## config.mk

```make
export PLATFORM = sky130hd
export DESIGN_NAME = udma_term_host
export DESIGN_NICKNAME = d
export VERILOG_FILES = /design/src/rtl/udma_term_pkg.sv /design/src/rtl/uterm_sync2.sv /design/src/rtl/uterm_satcnt.sv /design/src/rtl/udma_term_host.sv
export SDC_FILE = /design/constraint.sdc
export NUM_CORES = 1
export LEC_CHECK = 0
export BUFFER_PORTS_ARGS = -buffer_cell sky130_fd_sc_hd__buf_2
export CORE_MARGIN = 2
export CORE_UTILIZATION = 46
export DETAILED_ROUTE_END_ITERATION = 16
export PLACE_DENSITY_LB_ADDON = 0.08
export SYNTH_ARGS = -nofsm -noshare
export SYNTH_HDL_FRONTEND = slang
export SYNTH_HIERARCHICAL = 1
export SYNTH_SLANG_ARGS = --single-unit
```

## constraint.sdc

```tcl
create_clock -name clk -period 1.7 [get_ports clk]
set_input_delay 0.085 -clock clk [delete_from_list [all_inputs] [get_ports clk]]
set_output_delay 0.085 -clock clk [all_outputs]
set_load 0.02 [all_outputs]
```

## src/rtl/udma_term_pkg.sv

```systemverilog
package udma_term_pkg;

  typedef enum logic [2:0] {
    ST_IDLE,
    ST_XFER,
    ST_DRAIN,
    ST_PARK,
    ST_FINISH
  } term_st_e;

  // word acceptance: normal transfer or grace window after ready drop
  function automatic logic window_open(input term_st_e st, input logic valid,
                                       input logic rdy_n_s, input logic rq_s,
                                       input logic win_full);
    logic ok;
    unique case (st)
      ST_XFER:  ok = valid & ~rdy_n_s;
      ST_DRAIN: ok = valid & rq_s & ~win_full;
      default:  ok = 1'b0;
    endcase
    return ok;
  endfunction

  // both minimum delays satisfied while finishing
  function automatic logic release_ok(input term_st_e st, input logic mli_full,
                                      input logic dvs_full);
    return (st == ST_FINISH) & mli_full & dvs_full;
  endfunction

  function automatic logic crc_goes_out(input term_st_e cur, input term_st_e nxt);
    return (cur == ST_DRAIN) & ((nxt == ST_PARK) | (nxt == ST_FINISH));
  endfunction

endpackage

```

## src/rtl/uterm_sync2.sv

```systemverilog
module uterm_sync2 #(
  parameter int unsigned    W       = 2,
  parameter logic [W-1:0]   RST_VAL = '0
) (
  input  logic         clk,
  input  logic         rst_n,
  input  logic [W-1:0] d,
  output logic [W-1:0] q
);
  for (genvar b = 0; b < W; b++) begin : g_bit
    logic [1:0] sh;
    always_ff @(posedge clk or negedge rst_n) begin
      if (!rst_n) sh <= {2{RST_VAL[b]}};
      else        sh <= {sh[0], d[b]};
    end
    assign q[b] = sh[1];
  end
endmodule

```

## src/rtl/uterm_satcnt.sv

```systemverilog
module uterm_satcnt #(
  parameter int unsigned  LIMIT = 4,
  localparam int unsigned CW    = $clog2(LIMIT + 1)
) (
  input  logic clk,
  input  logic rst_n,
  input  logic clr,
  input  logic en,
  output logic full
);
  logic [CW-1:0] cnt;

  assign full = (cnt == CW'(LIMIT));

  always_ff @(posedge clk or negedge rst_n) begin
    if (!rst_n)            cnt <= '0;
    else if (clr)          cnt <= '0;
    else if (en && !full)  cnt <= cnt + 1'b1;
  end
endmodule

```

## src/rtl/udma_term_host.sv

```systemverilog
module udma_term_host
  import udma_term_pkg::*;
#(
  parameter int unsigned DW    = 16,
  parameter int unsigned T_RFS = 3,
  parameter int unsigned T_LI  = 4,
  parameter int unsigned T_MLI = 5,
  parameter int unsigned T_DVS = 8
) (
  input  logic          clk,
  input  logic          rst_n,
  input  logic          start,
  input  logic          wr_valid,
  input  logic [DW-1:0] wr_data,
  output logic          wr_take,
  input  logic [DW-1:0] crc_val,
  input  logic          dev_rdy_n,
  input  logic          dev_dmarq,
  output logic          hstrobe,
  output logic          stop,
  output logic          dmack_n,
  output logic [DW-1:0] dd,
  output logic          done
);

  // synchronized device lines: bit0 ready_n (idles high), bit1 request (idles low)
  logic [1:0] pins_s;
  logic       rdy_n_s;
  logic       rq_s;

  uterm_sync2 #(.W(2), .RST_VAL(2'b01)) u_sync (
    .clk   (clk),
    .rst_n (rst_n),
    .d     ({dev_dmarq, dev_rdy_n}),
    .q     (pins_s)
  );
  assign rdy_n_s = pins_s[0];
  assign rq_s    = pins_s[1];

  term_st_e st_q, st_d;

  // named internal events
  logic in_drain, in_park, in_finish;
  logic send_w, crc_place_w, release_w, enter_fin_w;
  logic win_full, dvs_full, mli_full;

  assign in_drain  = (st_q == ST_DRAIN);
  assign in_park   = (st_q == ST_PARK);
  assign in_finish = (st_q == ST_FINISH);

  uterm_satcnt #(.LIMIT(T_RFS)) u_win (
    .clk (clk), .rst_n (rst_n),
    .clr (!in_drain), .en (in_drain),
    .full(win_full)
  );

  uterm_satcnt #(.LIMIT(T_DVS)) u_dvs (
    .clk (clk), .rst_n (rst_n),
    .clr (!(in_park || in_finish)), .en (in_park || in_finish),
    .full(dvs_full)
  );

  uterm_satcnt #(.LIMIT(T_MLI)) u_mli (
    .clk (clk), .rst_n (rst_n),
    .clr (!in_finish), .en (in_finish),
    .full(mli_full)
  );

  assign send_w      = window_open(st_q, wr_valid, rdy_n_s, rq_s, win_full);
  assign release_w   = release_ok(st_q, mli_full, dvs_full);
  assign crc_place_w = crc_goes_out(st_q, st_d);
  assign enter_fin_w = (st_d == ST_FINISH) && !in_finish;
  assign wr_take     = send_w;

  always_comb begin
    st_d = st_q;
    unique case (st_q)
      ST_IDLE:   if (start)      st_d = ST_XFER;
      ST_XFER:   if (rdy_n_s)    st_d = ST_DRAIN;
      ST_DRAIN: begin
        if (!rq_s)               st_d = ST_FINISH;
        else if (win_full)       st_d = ST_PARK;
      end
      ST_PARK:   if (!rq_s)      st_d = ST_FINISH;
      ST_FINISH: if (release_w)  st_d = ST_IDLE;
      default:                   st_d = ST_IDLE;
    endcase
  end

  always_ff @(posedge clk or negedge rst_n) begin
    if (!rst_n) begin
      st_q    <= ST_IDLE;
      hstrobe <= 1'b1;
      stop    <= 1'b0;
      dmack_n <= 1'b1;
      dd      <= '0;
      done    <= 1'b0;
    end else begin
      st_q <= st_d;
      done <= release_w;

      if (send_w)           hstrobe <= ~hstrobe;
      else if (enter_fin_w) hstrobe <= 1'b1;

      if (enter_fin_w)      stop <= 1'b1;
      else if (release_w)   stop <= 1'b0;

      if ((st_q == ST_IDLE) && start) dmack_n <= 1'b0;
      else if (release_w)             dmack_n <= 1'b1;

      if (send_w)           dd <= wr_data;
      else if (crc_place_w) dd <= crc_val;
    end
  end

endmodule

```

==> flow_summary_export.csv, run 1 <==
group,metric,value,unit
run_status,status,"finished, final reports clean",
power_and_ir_drop,seq_power_share,0.346,
cells_and_area,final-instance-count-excl-fill,309,
grt,globalRouteTotalUtil,0.2293,
synth,synth.ff_latch_count,36,
power_and_ir_drop,power.density,1473,mW/mm²
worst_hold_path,min_delay_path_depth,3,
routing,drt_iter0_drc,136,
worst_setup_path,cp_data_required_time,1.87,ns
power_and_ir_drop,power.switching,1.452,mW
routing,drt-pass1-iter-count,4,
die,die_w,68.83,µm
placement,final_weighted_congestion_in_routability_driven_placement,0.7691,
cells_and_area,antenna_cells,0,
power_and_ir_drop,power.share.combinational,0.474,
worst_setup_path,critPathKind,"flop to flop",
grt,grt_start_max_net_pins,37,
grt,global_route.overflow_total,0,
synth,yosys_most_used_dff,"dfrtp_1",
worst_hold_path,hp-start,"crc_val[14]",
worst_setup_path,r2r_slack,0.05,ns
worst_setup_path,endpoint_kind,"flop",
power_and_ir_drop,design_power_total,3.681,mW
routing,drc_errors,0,
worst_hold_path,holdCritPathClass,"input pin to flop",
worst_hold_path,holdPathEnd,"dd[14]",
sta,rsz0062_at_grt,"yes",
worst_setup_path,path_delay_family,"simple AND/OR/NAND/NOR gates",
power_and_ir_drop,ir_drop,667.0,µV
synth,async_flop_share,1.000,
synth,synthesis.area,0.001933,mm²
clock_tree,numClockSinks,36,
sta,clock_skew,0.003559,ns
routing,route.detailed.vias_per_inst,5.767,
clock_tree,tritoncts,"done",
worst_setup_path,crit_cells,5,
clock_tree,clk_root_buffer_cell,"clkbuf_8",
die,core_area,0.004029,mm²
cells_and_area,post_route_cells_drive_above_1_share,0.4247,
synth,gate_count_of_the_mapped_netlist,192,
routing,remaining_number_of_nets_flagged_by_the_antenna_check_after_routing,0,
synth,post_synth.cell_area_avg,10.07,µm²
die,die_area,0.004737,mm²
routing,total_wire_length,5061,µm
cells_and_area,num-nets-final,301,
synth,synthesis.nets,235,
sta,upper_clock_frequency_limit,606.6,MHz
clock_tree,cts_htree_levels,2,
worst_setup_path,worst_setup_path_start_kind,"flop",
sta,final_period_minus_worst_setup_slack,1.648,ns
worst_setup_path,crit-reg2reg-capture,"dd[8]",
sta,report.final.setup_viol,0,
flow_run,max_cap_violations,0,
placement,dp.final_hpwl,3485,µm
cells_and_area,final_util,0.6202,
die,ioPinCount,59,
placement,dpl.cell_count,294,
sta,timing.final.crit_share,0.9697,
sta,worst_hold_slack,0.06600,ns
cells_and_area,area_growth,29.26,%
clock_tree,number_of_buffers_on_the_longest_clock_path,2,
worst_setup_path,critPathMaxStageDelay,0.41,ns
clock_tree,clock_insertion_delay_worst_skew,0.29,ns
grt,grt_pass1_wl,7838,µm
worst_setup_path,cpMostUsedCell,"buf_4",
synth,synth_sequential_area_ratio,0.4686,
worst_setup_path,critical_path.max_fanout,20,
grt,antenna_found_initial,0,
power_and_ir_drop,power.internal,2.228,mW
power_and_ir_drop,p_leak,1.094,nW
worst_setup_path,worst-endpoint-arrival,1.81,ns
synth,number_of_flops_mapped_to_enable_cells_by_yosys,0,
synth,yosys_warnings,6,
grt,grt_pass1_vias,1789,
die,initial_utilization,0.4798,
sta,relSlewSlack,0.4667,
worst_setup_path,r2r_start,"st_q[0]",
sta,timing_hold_violations_final,0,
routing,route.vias.total,1782,
power_and_ir_drop,clkPwrFrac,0.181,
sta,worst-slew-pin-transition,0.8000,ns
clock_tree,clk_pin_slew_worst_paths,0.07,ns
synth,synth_cell_type_count,39,
sta,timing_max_transition_violations_final,0,
worst_setup_path,worstPathBufferInverterCount,2,
clock_tree,numCtsBuffers,5,
die,die_h,68.83,µm
die,core.rowCount,23,
routing,route.detailed.wl_per_inst,16.38,µm
power_and_ir_drop,sw_frac_of_total,0.3946,
placement,portBuffers,58,
worst_setup_path,path_cells,"buf_4 -> or3b_4 -> buf_4 -> o21ai_0 -> a31oi_2",
worst_setup_path,timing.reg2reg.worst_path_depth,5,
worst_setup_path,worst_path_max_delay_cell,"or3b_4",
-- worst max-delay path by stage --
stage                        end         start  slack [ns]
floorplan           u_win/cnt[0]       st_q[2]       -0.01
global placement    u_dvs/cnt[2]       st_q[2]        0.14
detailed placement  u_dvs/cnt[2]       st_q[2]        0.05
CTS                      wr_take  u_win/cnt[0]        0.02
global route               dd[7]       st_q[0]       -0.01
finish                     dd[8]       st_q[0]        0.05
-- cells in the final DEF, fill, tap and decap left out, types with 4 or more instances in the layout --
cell / count
buf_4: 14
nand3_1: 16
nand2b_1: 4
a211oi_2: 5
a31oi_1: 15
nor2b_1: 5
dfstp_2: 4
a211oi_1: 11
inv_1: 6
dfrtp_1: 31
nand2_1: 7
clkbuf_8: 7
nor2_1: 11
ha_1: 4
buf_2: 57
o21ai_0: 16
-- per-layer routing --
| layer | track usage | up-vias | share of wire |
|---|---|---|---|
| li1 | - | 825 | - |
| met1 | 0.2503 | 863 | 0.39 |
| met2 | 0.4219 | 83 | 0.51 |
| met3 | 0.04545 | 11 | 0.073 |
| met4 | 0.1103 | 0 | 0.020 |
| met5 | 0 | - | 0 |
-- final cells by class --
type                            instances  area [µm²]
Clock buffer                            8       100.1
Fill cell                             344        1530
Sequential cell                        36       907.1
Multi-Input combinational cell        130       939.7
Timing Repair Buffer                   77       454.2
Tap cell                               50       62.56
Inverter                                8       35.03
-- state kept, by name, summed over array words and instances, names as in the netlist --
| register | flops |
|---|---|
| hstrobe | 1 |
| stop | 1 |
| st_q | 3 |
| u_win/cnt | 2 |
| dmack_n | 1 |
| u_dvs/cnt | 4 |
| done | 1 |
| u_mli/cnt | 3 |
| u_sync/g_bit.sh | 4 |
| dd | 16 |
-- power by group through the flow --
stage	Clock, mW	Combinational (mW)	Sequential [mW]
floorplan	0	0.888	1.52
global placement	0	1.54	1.26
detailed placement	0	1.60	1.28
CTS	0.690	1.64	1.26
global route	0.733	1.90	1.30
finish	0.665	1.74	1.27
-- synth_stat cells (2+ instances only) --
cell type  instances  share of area
buf_6              5          0.029
buf_2              3         0.0078
mux2i_1            2          0.010
nand2b_1           5          0.016
a31oi_1           16          0.052
dfrtp_1           32           0.41
a21oi_1            3         0.0078
nand4bb_1          2          0.012
inv_1              7          0.014
dfstp_2            4          0.054
mux2_4             3          0.023
or3b_2             2         0.0091
ha_1               5          0.032
nand3_1           16          0.041
nor2b_1            5          0.016
buf_4              2         0.0078
nor2_1            11          0.021
o21ai_0           19          0.049
clkbuf_1           8          0.016
a211oi_1          16          0.062
nand2_1            7          0.014
or3b_1             2         0.0091
-- per-stage QoR --
step / setup TNS [ns] / setup WS [ns] / area (µm²)
finish: 0 / 0.05159 / 2499
global route: -0.06203 / -0.01211 / 2499
CTS: 0 / 0.01986 / 2424
detailed placement: 0 / 0.05420 / 2268
global placement: 0 / 0.1379 / 2268
floorplan: -0.01026 / -0.01026 / 1954
-- worst reg2reg max path, delay by kind of cell (launching register included) --
family | cells | cell delay (ns)
compound gates | 2 | 0.35
buf+inv | 2 | 0.36
flops | 1 | 0.40
simple gates | 1 | 0.41
-- cell families (layout without fill, tap and decap cells) --
| kind of cell | after synthesis | in the layout | share of synthesized area |
|---|---|---|---|
| AOI/OAI and AO/OA | 60 | 60 | 0.2032 |
| xor gates and xnor gates | 1 | 1 | 0.004532 |
| adders and majority gates | 5 | 5 | 0.03236 |
| buffers and inverters | 26 | 93 | 0.07831 |
| DFF | 36 | 36 | 0.4686 |
| muxes | 6 | 6 | 0.03948 |
| and+or+nand+nor | 58 | 58 | 0.1735 |
-- timing repair --
| action | in CTS | in global routing |
|---|---|---|
| gates resized for setup | 1 | 17 |
| hold endpoints to repair | 34 | 0 |
| setup endpoints to repair | 1 | 16 |
| pin swaps | 2 | 1 |
| hold buffers | 3 | 0 |
| buffers inserted | 3 | 1 |
No activity file was read; power rests on OpenSTA's default activity.
==> inputs of run 2 (changes only) <==
--- a/config.mk
+++ b/config.mk
@@ -6,8 +6,10 @@
 export NUM_CORES = 1
 export LEC_CHECK = 0
 export BUFFER_PORTS_ARGS = -buffer_cell sky130_fd_sc_hd__buf_2
+export CELL_PAD_IN_SITES_DETAIL_PLACEMENT = 1
+export CELL_PAD_IN_SITES_GLOBAL_PLACEMENT = 1
 export CORE_MARGIN = 2
-export CORE_UTILIZATION = 46
+export CORE_UTILIZATION = 35
 export DETAILED_ROUTE_END_ITERATION = 16
 export PLACE_DENSITY_LB_ADDON = 0.08
 export SYNTH_ARGS = -nofsm -noshare
==> run 2 against run 1 <==
  * Cell count is 8.7% higher
  * Power fell by 2.8%
  * Non-clock buffer count is 5 higher
  * Flip-flop and latch count stayed put
  * Wire length grew 2.2%
  * First-iteration DRC count decreased by 58%
  * Cell area grew 0.95%
  * Critical path type is now flop to output port
  * Largest power group unchanged
  * Highest routed layer unchanged
==> flow_summary_export.csv, run 2 (synthesis gave the netlist of run 1 again) <==
group,metric,value,unit
worst_setup_path,r2r_slack,0.10,ns
die,die_h,78.32,µm
clock_tree,clock_insertion_delay_worst_skew,0.28,ns
routing,total_wire_length,5174,µm
die,die_w,78.32,µm
sta,final_period_minus_worst_setup_slack,1.645,ns
worst_hold_path,min_delay_path_depth,3,
sta,timing_max_transition_violations_final,0,
routing,route.detailed.vias_per_inst,5.119,
cells_and_area,final_util,0.4667,
worst_setup_path,worst_setup_path_start_kind,"flop",
placement,dp.final_hpwl,3809,µm
grt,global_route.overflow_total,0,
sta,rsz0062_at_grt,"no",
die,core.rowCount,27,
sta,worst-slew-pin-transition,0.4905,ns
sta,report.final.setup_viol,0,
worst_hold_path,holdPathEnd,"dd[9]",
cells_and_area,most_frequent_standard_cell_in_the_layout_excluding_fill_and_tap_cells,"buf_2",
routing,route.vias.total,1720,
cells_and_area,largest_registers,"dd x16, u_dvs/cnt x4, u_sync/g_bit.sh x4",
placement,final_weighted_congestion_in_routability_driven_placement,0.8077,
worst_setup_path,worst_path_max_delay_cell,"or3b_4",
cells_and_area,filler_cell_count,653,
routing,drt-pass1-iter-count,4,
placement,placement.cell_area,0.002354,mm²
cells_and_area,final-instance-count-excl-fill,336,
grt,grt_start_max_net_pins,21,
sta,worst_hold_slack,0.06688,ns
worst_setup_path,critPathMaxStageDelay,0.43,ns
power_and_ir_drop,power.density,1419,mW/mm²
worst_setup_path,crit_cells,4,
sta,setup-tns-final,0,ns
clock_tree,tritoncts,"done",
routing,remaining_number_of_nets_flagged_by_the_antenna_check_after_routing,0,
worst_setup_path,critical_path.max_fanout,6,
clock_tree,clk_pin_slew_worst_paths,0.07,ns
worst_setup_path,r2r_start,"st_q[0]",
cells_and_area,antenna_cells,0,
die,ioPinCount,59,
cells_and_area,post_route_cells_drive_above_1_share,0.4053,
clock_tree,clk_root_buffer_cell,"clkbuf_8",
worst_setup_path,worst-endpoint-arrival,1.56,ns
clock_tree,cts_htree_levels,2,
power_and_ir_drop,p_leak,1.111,nW
clock_tree,numClockSinks,36,
routing,route.detailed.wl_per_inst,15.40,µm
worst_setup_path,worstPathBufferInverterCount,2,
power_and_ir_drop,ir_drop,682.7,µV
placement,dpl.cell_count,322,
worst_setup_path,endpoint_kind,"output port",
clock_tree,number_of_buffers_on_the_longest_clock_path,2,
sta,clock_skew,0.003822,ns
cells_and_area,total_non_filler_cell_area_in_the_finished_layout,0.002522,mm²
worst_setup_path,timing.reg2reg.worst_path_depth,5,
worst_setup_path,critPathKind,"flop to output port",
sta,timing_hold_violations_final,0,
worst_hold_path,hp-start,"crc_val[9]",
cells_and_area,num-nets-final,306,
grt,antenna_found_initial,0,
routing,drc_errors,0,
worst_setup_path,path_cells,"or3b_4 -> a21o_1 -> inv_1 -> buf_4",
die,initial_utilization,0.3576,
cells_and_area,registers.top_by_ff_count,"dd",
sta,timing.final.crit_share,0.9677,
die,core_area,0.005405,mm²
sta,relSlewSlack,0.6730,
clock_tree,numCtsBuffers,5,
grt,grt_pass1_vias,1792,
grt,globalRouteTotalUtil,0.1817,
cells_and_area,largest_reg_flops,16,
worst_setup_path,cp_data_required_time,1.62,ns
grt,grt_pass1_wl,8811,µm
cells_and_area,area_growth,30.49,%
cells_and_area,most-common-layout-cells,"57 x buf_2, 30 x dfrtp_1, 21 x buf_4",
worst_hold_path,holdCritPathClass,"input pin to flop",
sta,upper_clock_frequency_limit,607.9,MHz
run_status,status,"finished, final reports clean",
worst_setup_path,crit-reg2reg-capture,"u_dvs/cnt[2]",
die,die_area,0.006133,mm²
flow_run,max_cap_violations,0,
worst_setup_path,crit_path_start,"st_q[1]",
placement,portBuffers,58,
routing,drt_iter0_drc,57,
worst_setup_path,path_delay_family,"simple AND/OR/NAND/NOR gates",
-- run 2: cell types whose count changed in the layout (fill, tap and decap cells not counted), sizes merged --
cell  before  now
buf       74   79
-- run 2: tightest hold or removal path, delay by kind of cell --
family | cells | cell delay, ns
and+or+nand+nor | 1 | 0.06
buffers and inverters | 1 | 0.09
AOI/OAI and AO/OA | 1 | 0.07
-- run 2: repair_timing --
item | CTS | global route
pin swaps | 1 | 2
gates resized for setup | 3 | 3
endpoints found under the setup margin | 1 | 7
setup buffers | 1 | 2
hold buffers | 3 | 0
hold endpoints to repair | 17 | 0
-- run 2: worst max path at each step --
stage / endpoint / slack [ns]
2_1_floorplan: u_win/cnt[0] / -0.01
3_3_place_gp: u_dvs/cnt[0] / 0.11
3_5_place_dp: u_dvs/cnt[2] / 0.05
4_1_cts: wr_take / 0.01
5_1_grt: wr_take / 0.005
6_report: wr_take / 0.05
-- run 2: layout make-up --
type,instances,area (µm²),share of cell area
well taps,72,90.09,0.03571
clock buffers,8,90.09,0.03571
inverters,8,35.03,0.01389
repair buffers,82,493.0,0.1954
multi-input cells,130,905.9,0.3591
flip-flops and latches,36,908.4,0.3601
-- run 2: where the power goes --
group / switching (mW) / internal [mW]
combinational: 0.955 / 0.714
sequential: 0.158 / 1.13
clock: 0.295 / 0.331
total: 1.41 / 2.17
-- run 2: per-stage QoR --
stage / total power, mW / setup slack [ns]
floorplan: 2.408 / -0.01026
global placement: 2.882 / 0.1067
detailed placement: 2.917 / 0.05011
CTS: 3.609 / 0.01176
global route: 3.860 / 0.005437
finish: 3.578 / 0.05492
-- run 2: routing by layer --
layer	global-route usage	wire length (µm)	vias up
met5	0	0	-
met4	0.05263	52	0
met1	0.2238	2323	840
met3	0.04138	228	5
li1	-	-	837
met2	0.3181	2570	38
==> inputs of run 3 (changes only) <==
--- a/config.mk
+++ b/config.mk
@@ -5,12 +5,12 @@
 export SDC_FILE = /design/constraint.sdc
 export NUM_CORES = 1
 export LEC_CHECK = 0
-export BUFFER_PORTS_ARGS = -buffer_cell sky130_fd_sc_hd__buf_2
 export CELL_PAD_IN_SITES_DETAIL_PLACEMENT = 1
 export CELL_PAD_IN_SITES_GLOBAL_PLACEMENT = 1
 export CORE_MARGIN = 2
-export CORE_UTILIZATION = 35
+export CORE_UTILIZATION = 42
 export DETAILED_ROUTE_END_ITERATION = 16
+export DONT_BUFFER_PORTS = 1
 export PLACE_DENSITY_LB_ADDON = 0.08
 export SYNTH_ARGS = -nofsm -noshare
 export SYNTH_HDL_FRONTEND = slang
==> run 3 against run 2 <==
  * Critical path depth increased by 1
  * Largest power group is now registers
  * Fmax decreased by 2.0%
  * Count of clock-buffer cells in the layout decreased by 2
  * Wire length increased by 5.9%
  * Die area decreased by 16%
==> flow_summary_export.csv, run 3 (synthesis gave the netlist of run 1 again) <==
group,metric,value,unit
worst_setup_path,worst-endpoint-arrival,1.83,ns
die,core.rowCount,24,
cells_and_area,most-common-layout-cells,"32 x dfrtp_1, 29 x dlygate4sd3_1, 16 x nand3_1, 16 x a31oi_1, 13 x o21ai_0",
grt,grt_pass1_vias,1787,
sta,clock_skew,0.003251,ns
cells_and_area,registers.top_by_ff_count,"dd",
worst_setup_path,endpoint_kind,"flop",
sta,rsz0062_at_grt,"yes",
worst_setup_path,critPathKind,"flop to flop",
worst_setup_path,r2r_start,"st_q[0]",
routing,drt-pass1-iter-count,4,
flow_run,max_cap_violations,0,
clock_tree,tritoncts,"done",
die,initial_utilization,0.4409,
grt,antenna_found_initial,0,
clock_tree,clk_root_buffer_cell,"clkbuf_8",
power_and_ir_drop,power.density,1442,mW/mm²
worst_setup_path,path_delay_family,"compound AO/OA/AOI/OAI gates",
routing,drc_errors,0,
cells_and_area,num-nets-final,268,
sta,report.final.setup_viol,0,
sta,timing.final.crit_share,0.9876,
die,die_area,0.005161,mm²
cells_and_area,final_util,0.5614,
grt,globalRouteTotalUtil,0.2250,
routing,remaining_number_of_nets_flagged_by_the_antenna_check_after_routing,0,
worst_setup_path,critical_path.max_fanout,16,
sta,worst-slew-pin-transition,0.3588,ns
worst_hold_path,min_delay_path_depth,2,
worst_setup_path,timing.reg2reg.worst_path_depth,5,
routing,route.detailed.vias_per_inst,6.000,
cells_and_area,largest_reg_flops,16,
worst_setup_path,critPathMaxStageDelay,0.40,ns
cells_and_area,total_non_filler_cell_area_in_the_finished_layout,0.002461,mm²
sta,timing_max_transition_violations_final,0,
placement,portBuffers,0,
cells_and_area,antenna_cells,0,
worst_setup_path,worst_path_max_delay_cell,"dfrtp_1",
power_and_ir_drop,seq_power_share,0.443,
worst_hold_path,holdCritPathClass,"input pin to flop",
placement,final_weighted_congestion_in_routability_driven_placement,0.7858,
sta,final_period_minus_worst_setup_slack,1.679,ns
routing,route.vias.total,1668,
sta,timing_hold_violations_final,0,
power_and_ir_drop,power.internal,2.122,mW
cells_and_area,post_route_cells_drive_above_1_share,0.2124,
cells_and_area,most_frequent_standard_cell_in_the_layout_excluding_fill_and_tap_cells,"dfrtp_1",
power_and_ir_drop,ir_drop,482.9,µV
power_and_ir_drop,power.share.combinational,0.350,
routing,drt_iter0_drc,122,
sta,relSlewSlack,0.7603,
die,core_area,0.004384,mm²
power_and_ir_drop,clkPwrFrac,0.207,
worst_setup_path,worst_setup_path_start_kind,"flop",
clock_tree,numClockSinks,36,
die,die_w,71.84,µm
clock_tree,number_of_buffers_on_the_longest_clock_path,2,
grt,grt_start_max_net_pins,37,
placement,dp.final_hpwl,3354,µm
clock_tree,clock_insertion_delay_worst_skew,0.28,ns
cells_and_area,area_growth,27.31,%
placement,placement.cell_area,0.001981,mm²
clock_tree,numCtsBuffers,5,
sta,worst_hold_slack,0.001237,ns
power_and_ir_drop,power.switching,1.427,mW
grt,grt_pass1_wl,8894,µm
worst_setup_path,r2r_slack,0.02,ns
worst_setup_path,cp_data_required_time,1.86,ns
run_status,status,"finished, final reports clean",
clock_tree,clk_pin_slew_worst_paths,0.07,ns
worst_setup_path,path_cells,"buf_4 -> or3b_4 -> buf_6 -> a211oi_1 -> a31oi_1",
clock_tree,cts_htree_levels,2,
sta,upper_clock_frequency_limit,595.6,MHz
die,die_h,71.84,µm
die,ioPinCount,59,
power_and_ir_drop,p_leak,0.9851,nW
routing,total_wire_length,5478,µm
worst_setup_path,worstPathBufferInverterCount,2,
routing,route.detailed.wl_per_inst,19.71,µm
grt,global_route.overflow_total,0,
worst_hold_path,holdPathEnd,"dd[6]",
power_and_ir_drop,sw_frac_of_total,0.4021,
cells_and_area,largest_registers,"dd x16, u_dvs/cnt x4, u_sync/g_bit.sh x4",
worst_hold_path,hp-start,"wr_data[6]",
worst_setup_path,crit-reg2reg-capture,"dd[10]",
## run 3: metrics by stage
stage	setup slack, ns	std cells	TNS [ns]	power, mW
floorplan	-0.01026	192	-0.01026	2.408
global placement	0.08543	238	0	2.566
detailed placement	0.04289	238	0	2.644
CTS	0.04848	277	0	3.495
global route	-0.04466	278	-0.1284	3.783
finish	0.02103	278	0	3.548
## run 3: how the worst max path moves through the flow
stage / startpoint / end / slack (ns) / depth (start not counted)
final: st_q[0] / dd[10] / 0.02 / 5
after global routing: st_q[0] / u_dvs/cnt[2] / -0.04 / 5
after CTS: st_q[2] / u_dvs/cnt[2] / 0.05 / 5
after detailed placement: st_q[0] / dd[14] / 0.04 / 4
after global placement: st_q[0] / wr_take / 0.09 / 4
after floorplan: st_q[2] / u_win/cnt[0] / -0.01 / 7
## run 3: power by group through the flow
stage / Combinational (mW) / Clock [mW] / Sequential, mW
after detailed placement: 1.06 / 0 / 1.58
after global placement: 0.998 / 0 / 1.57
after CTS: 1.17 / 0.757 / 1.56
after floorplan: 0.888 / 0 / 1.52
final: 1.24 / 0.735 / 1.57
after global routing: 1.37 / 0.808 / 1.60
## run 3: final cells by class
| class | instances | area, µm² |
|---|---|---|
| inverter | 8 | 35.03 |
| sequential | 36 | 905.9 |
| timing repair buffer | 44 | 422.9 |
| clock inverter | 2 | 35.03 |
| clock buffer | 6 | 72.57 |
| fill | 476 | 1923 |
| tap | 52 | 65.06 |
| multi-input combinational | 130 | 924.6 |
## run 3: timing repair
action                                  in CTS  in global routing
gates resized for setup                      3                 14
setup buffers                                2                  0
pin swaps                                    1                  0
gates cloned                                 0                  0
endpoints found under the hold margin       55                  1
hold buffers                                29                  1
endpoints found under the setup margin       1                 14
## run 3: metal layers
layer | vias up | track usage | routed length (µm) | share of wire
met4 | 0 | 0.07757 | 34 | 0.0062
met5 | - | 0 | 0 | 0
met1 | 846 | 0.2603 | 2140 | 0.39
met2 | 61 | 0.4043 | 3007 | 0.55
met3 | 4 | 0.05485 | 294 | 0.054
li1 | 757 | - | - | -
